==> src/rtl/prio_line_filter.sv <==
module prio_line_filter #(
  parameter int NGROUPS = 2,
  parameter int ADDR_W  = 13
) (
  input  logic              clk,
  input  logic              rst_n,
  input  logic              bus_valid,
  input  logic              bus_write,
  input  logic              bus_priv,
  input  logic [ADDR_W-1:0] bus_addr,
  input  logic [31:0]       bus_wdata,
  output logic [31:0]       bus_rdata,
  output logic              acc_err
);
  localparam int LINES = 32;
  localparam logic [5:0] OFF_CFG  = 6'h00;
  localparam logic [5:0] OFF_SU   = 6'h30;
  localparam logic [5:0] OFF_SP   = 6'h34;
  localparam logic [5:0] OFF_STAT = 6'h38;

  logic [LINES-1:0] lvl [NGROUPS];
  logic [LINES-1:0] cfg [NGROUPS];
  logic [NGROUPS-1:0] cfg_hit, su_hit, sp_hit, st_hit;

  wire       priv_win = (ADDR_W > 12) ? bus_addr[12] : 1'b0;
  wire [5:0] blk      = bus_addr[11:6];
  wire [5:0] roff     = bus_addr[5:0];
  wire       denied   = bus_valid & priv_win & ~bus_priv;
  wire       granted  = bus_valid & ~denied;

  always_comb begin
    for (int g = 0; g < NGROUPS; g++) begin
      cfg_hit[g] = granted && blk == 6'(g) && roff == OFF_CFG;
      sp_hit[g]  = granted && priv_win && blk == 6'(g) && roff == OFF_SP;
      st_hit[g]  = granted && priv_win && blk == 6'(g) && roff == OFF_STAT;
      su_hit[g]  = granted && priv_win && blk == 6'(g + 2) && roff == OFF_SU;
    end
  end

  always_ff @(posedge clk or negedge rst_n) begin
    if (!rst_n) begin
      for (int g = 0; g < NGROUPS; g++) begin
        lvl[g] <= '0;
        cfg[g] <= '0;
      end
      acc_err <= 1'b0;
    end else begin
      acc_err <= denied;
      for (int g = 0; g < NGROUPS; g++) begin
        if (bus_write && su_hit[g])
          lvl[g] <= lvl[g] | bus_wdata;
        else if (bus_write && sp_hit[g])
          lvl[g] <= lvl[g] & ~bus_wdata;
        if (bus_write && cfg_hit[g])
          cfg[g] <= (cfg[g] & ~(priv_win ? ~lvl[g] : lvl[g]))
                  | (bus_wdata & (priv_win ? ~lvl[g] : lvl[g]));
      end
    end
  end

  always_comb begin
    bus_rdata = '0;
    if (!bus_write)
      for (int g = 0; g < NGROUPS; g++) begin
        if (cfg_hit[g]) bus_rdata |= cfg[g] & (priv_win ? ~lvl[g] : lvl[g]);
        if (st_hit[g])  bus_rdata |= lvl[g];
      end
  end

  for (genvar g = 0; g < NGROUPS; g++) begin : g_chk
    assert_userwin_keeps_priv_R5: assert property (@(posedge clk) disable iff (!rst_n)
      (bus_valid && bus_write && !priv_win && cfg_hit[g])
        |=> (((cfg[g] ^ $past(cfg[g])) & ~lvl[g]) == '0));
    assert_privwin_keeps_user_R6: assert property (@(posedge clk) disable iff (!rst_n)
      (bus_valid && bus_write && priv_win && cfg_hit[g])
        |=> (((cfg[g] ^ $past(cfg[g])) & lvl[g]) == '0));
    assert_user_set_only_by_reg_R2: assert property (@(posedge clk) disable iff (!rst_n)
      !(bus_write && su_hit[g]) |=> ((lvl[g] & ~$past(lvl[g])) == '0));
    assert_priv_set_only_by_reg_R3: assert property (@(posedge clk) disable iff (!rst_n)
      !(bus_write && sp_hit[g]) |=> ((~lvl[g] & $past(lvl[g])) == '0));
    assert_denied_no_effect_R7: assert property (@(posedge clk) disable iff (!rst_n)
      denied |=> ($stable(lvl[g]) && $stable(cfg[g])));
  end
  assert_denied_reads_zero_R7: assert property (@(posedge clk) disable iff (!rst_n)
    denied |-> (bus_rdata == '0));
  assert_err_follows_denied_R7: assert property (@(posedge clk) disable iff (!rst_n)
    denied |=> acc_err);
endmodule

==> config.mk <==
export PLATFORM = sky130hd
export DESIGN_NAME = prio_line_filter
export DESIGN_NICKNAME = d
export VERILOG_FILES = /design/src/rtl/prio_line_filter.sv
export SDC_FILE = /design/constraint.sdc
export NUM_CORES = 1
export LEC_CHECK = 0
export ABC_CLOCK_PERIOD_IN_PS = 2900
export CAP_MARGIN = 25
export CORE_MARGIN = 2
export CORE_UTILIZATION = 55
export DETAILED_ROUTE_END_ITERATION = 8
export DONT_BUFFER_PORTS = 1
export HOLD_SLACK_MARGIN = 0.08
export PLACE_DENSITY = 0.68
export SYNTH_ARGS = -nofsm -noshare
export SYNTH_HDL_FRONTEND = slang
export SYNTH_SLANG_ARGS = --single-unit
==> constraint.sdc <==
create_clock -name clk -period 2.9 [get_ports clk]
set_input_delay 0 -clock clk [delete_from_list [all_inputs] [get_ports clk]]
set_output_delay 0 -clock clk [all_outputs]
set_load 0.02 [all_outputs]
==> impl_metrics.ini <==
[synth]
synth_top_family_by_area = simple AND/OR/NAND/NOR gates
ys_ff_latch = 129
synthMuxAreaShare = 0.0940
synth-edff-count = 0
synth_fp_nets = 761
synth_xor_area_frac = 0.0731
synth-compound-area-share = 0.146
ys_seq_area_frac = 0.421
netlist_instances = 711
synth_flop_cell = dfrtp_1
synthAdderAreaFrac = 0
synth_cell_types = 34
synth.cell_area_um2 = 7670
syn_avg_cell_area_um2 = 10.8
postSynth.asyncResetShare = 1.00
yosys_warnings = 0
synth-simple-area-share = 0.217

[worst_setup_path]
worst_ep_required_time_ns = 3.20
critPathKind = primary input to flop
path_delay_family = simple AND/OR/NAND/NOR gates
critPathMaxFanout = 54
cp_slowest_cell = or4_2
startpoint_type = primary input
crit_path_frequent_cell = buf_12
slowest_delay_ns = 0.96
crit_buf_inv = 3
endpoint_kind = flop
cp.arrival_ns = 2.86
path_cells = or4_2 -> buf_12 -> nor2_4 -> buf_12 -> nand4b_1 -> mux2_1 -> dlygate4sd3_1

[cts]
cts_sinks = 129
ctsHtreeMaxLevel = 4
ctsLongestPathBuffers = 2
clock_latency_ns = 0.42
path_clk_slew_ns = 0.06
holdBufCountCts = 49
cts_inserted_buffers = 17
cts_resized = 0
post-cts-setup-buffers = 0
cts_tree = done
cts_root_buf = clkbuf_16

[timing]
slew_headroom = 0.353
fin_worst_skew_ns = 0.00429
setup_slack_ns = 0.334
tns_ns = 0
hold_viol = 129
hold_ws_ns = -0.722
setup_viol = 0
fin_crit_ns = 2.57
worstMarginPinSlew_ns = 0.970
clock.fmax_mhz = 390
rsz0062_at_grt = no
fin_crit_sh = 0.885
slew_violations = 0

[grt]
grt_max_degree = 130
grt-ovfl-total = 0
grt_use_met1 = 0.424
busiest_layer = met2
grtUsageTotal = 0.306
grt_use_met2 = 0.472
grt_pass1_wl_um = 35200
first_global_vias = 6608
antenna_found_initial = 0
grtUsageMet3 = 0.0735

[finish]
layout-drive-gt1-share = 0.181
final_area_um2 = 9040
nets = 802
diodes = 0
fillerInstances = 1096
syn_to_final_growth_pct = 18.0

[power_and_ir_drop]
switching_power_uw = 906
p_per_area_nw_per_um2 = 455
p_comb_frac = 0.058
ir_drop_v = 0.000508
swShare = 0.220
seq_power_share = 0.439
intPower_uw = 3210
p_clk_frac = 0.504
finalPower_uw = 4110
leakagePower_uw = 0.00353

[detailed_routing]
drtIter0Drc = 808
post-route-drc-count = 0
routed_wirelength_um = 22200
vias = 6495
postRouteAntennaNets = 0
drtPass1Iterations = 5
drt-vias-per-instance = 6.89
wl_per_cell_um = 23.5

[floorplanning]
die_w_um = 122
ios = 83
initial_core_util = 0.557
fp-row-count = 43
die_h_um = 122
dieArea_um2 = 14900
coreArea_um2 = 13800

[status]
run_status = finished with violations
violations = negative hold slack

[place]
hpwl_um = 11500
place_ws_ns = 0.524
gp_congestion = 0.833
portBuffers = 0
place_area_um2 = 7960

[worst_hold_path]
min_path_type = primary input to asynchronous set/reset pin

[run]
max_cap_viol_count = 0
power groups by stage:
stage | registers, uW | clock network, uW | logic, uW
floorplan | 1840 | 0 | 138
global placement | 1840 | 0 | 119
detailed placement | 1840 | 0 | 122
CTS | 1810 | 2090 | 232
global route | 1800 | 2170 | 252
finish | 1810 | 2070 | 237
cells in the mapped netlist (2+ instances only):
library cell,count,area share
nand2b_1,2,0.0016
nor2_1,2,0.00098
buf_4,8,0.0078
o21ai_0,32,0.021
mux2_1,16,0.023
nor2_4,2,0.0029
a21oi_1,32,0.021
dfrtp_1,129,0.42
buf_1,8,0.0039
xnor2_1,64,0.073
nor4_4,2,0.0055
nand3_1,65,0.042
a22o_1,64,0.073
nand4b_1,65,0.074
nand2_1,2,0.00098
nor4b_1,64,0.073
buf_2,35,0.023
clkbuf_1,25,0.012
a22oi_1,32,0.031
mux2_2,48,0.070
per-stage QoR:
step / utilization / cells
2_1_floorplan: - / 711
3_3_place_gp: 0.578 / 864
3_5_place_dp: 0.578 / 864
4_1_cts: 0.657 / 942
5_1_grt: 0.657 / 942
6_report: 0.657 / 942
kinds of logic (layout without fill, tap and decap cells):
logic type | after synthesis | after routing
muxes | 64 | 64
and+or+nand+nor | 217 | 217
buffers and inverters | 77 | 128
AOI/OAI and AO/OA | 160 | 160
xor gates and xnor gates | 64 | 64
DFF | 129 | 129
layout by cell type, fill, tap and decap left out, types with 46 or more instances in the layout:
| cell type | n |
|---|---|
| dfrtp_1 | 129 |
| nand4b_1 | 65 |
| nand3_1 | 65 |
| xnor2_1 | 64 |
| nor4b_1 | 64 |
| a22o_1 | 64 |
| mux2_2 | 48 |
| dlygate4sd3_1 | 47 |
| buf_4 | 46 |
final cells by class:
| type | instances | area [um2] | area share |
|---|---|---|---|
| tap | 180 | 225 | 0.0249 |
| clock inverter | 7 | 85.1 | 0.00941 |
| clock buffer | 22 | 474 | 0.0524 |
| timing repair buffer | 99 | 951 | 0.105 |
| sequential | 129 | 3230 | 0.357 |
| multi-input combinational | 505 | 4080 | 0.451 |
routing by layer:
layer / routed length [um] / vias up / part of all wire
met4: 252 / 0 / 0.011
met3: 1880 / 27 / 0.085
met2: 10500 / 312 / 0.47
met5: 0 / - / 0
met1: 9540 / 3308 / 0.43
li1: - / 2848 / -
worst reg2reg max path: cells and delay by family, from the launching register on:
family	cells	cell delay [ns]
xor+xnor	1	0.22
buf+inv	1	0.58
simple gates	1	0.15
flops	1	0.42
mux	1	0.33
final timing paths:
check                             startpoint                          to  slack (ns)  depth (start not counted)
max in group asynchronous              rst_n  asynchronous set/reset pin        3.43                          0
worst max register to register          flop                        flop        1.07                          4
min in group clk                   bus_write                        flop        0.11                          3
worst min-delay path                   rst_n  asynchronous set/reset pin       -0.72                          0
worst min register to register          flop                        flop        0.49                          1
worst max-delay path            bus_addr[11]                        flop        0.33                          7
(Power assumes the default switching activity.)
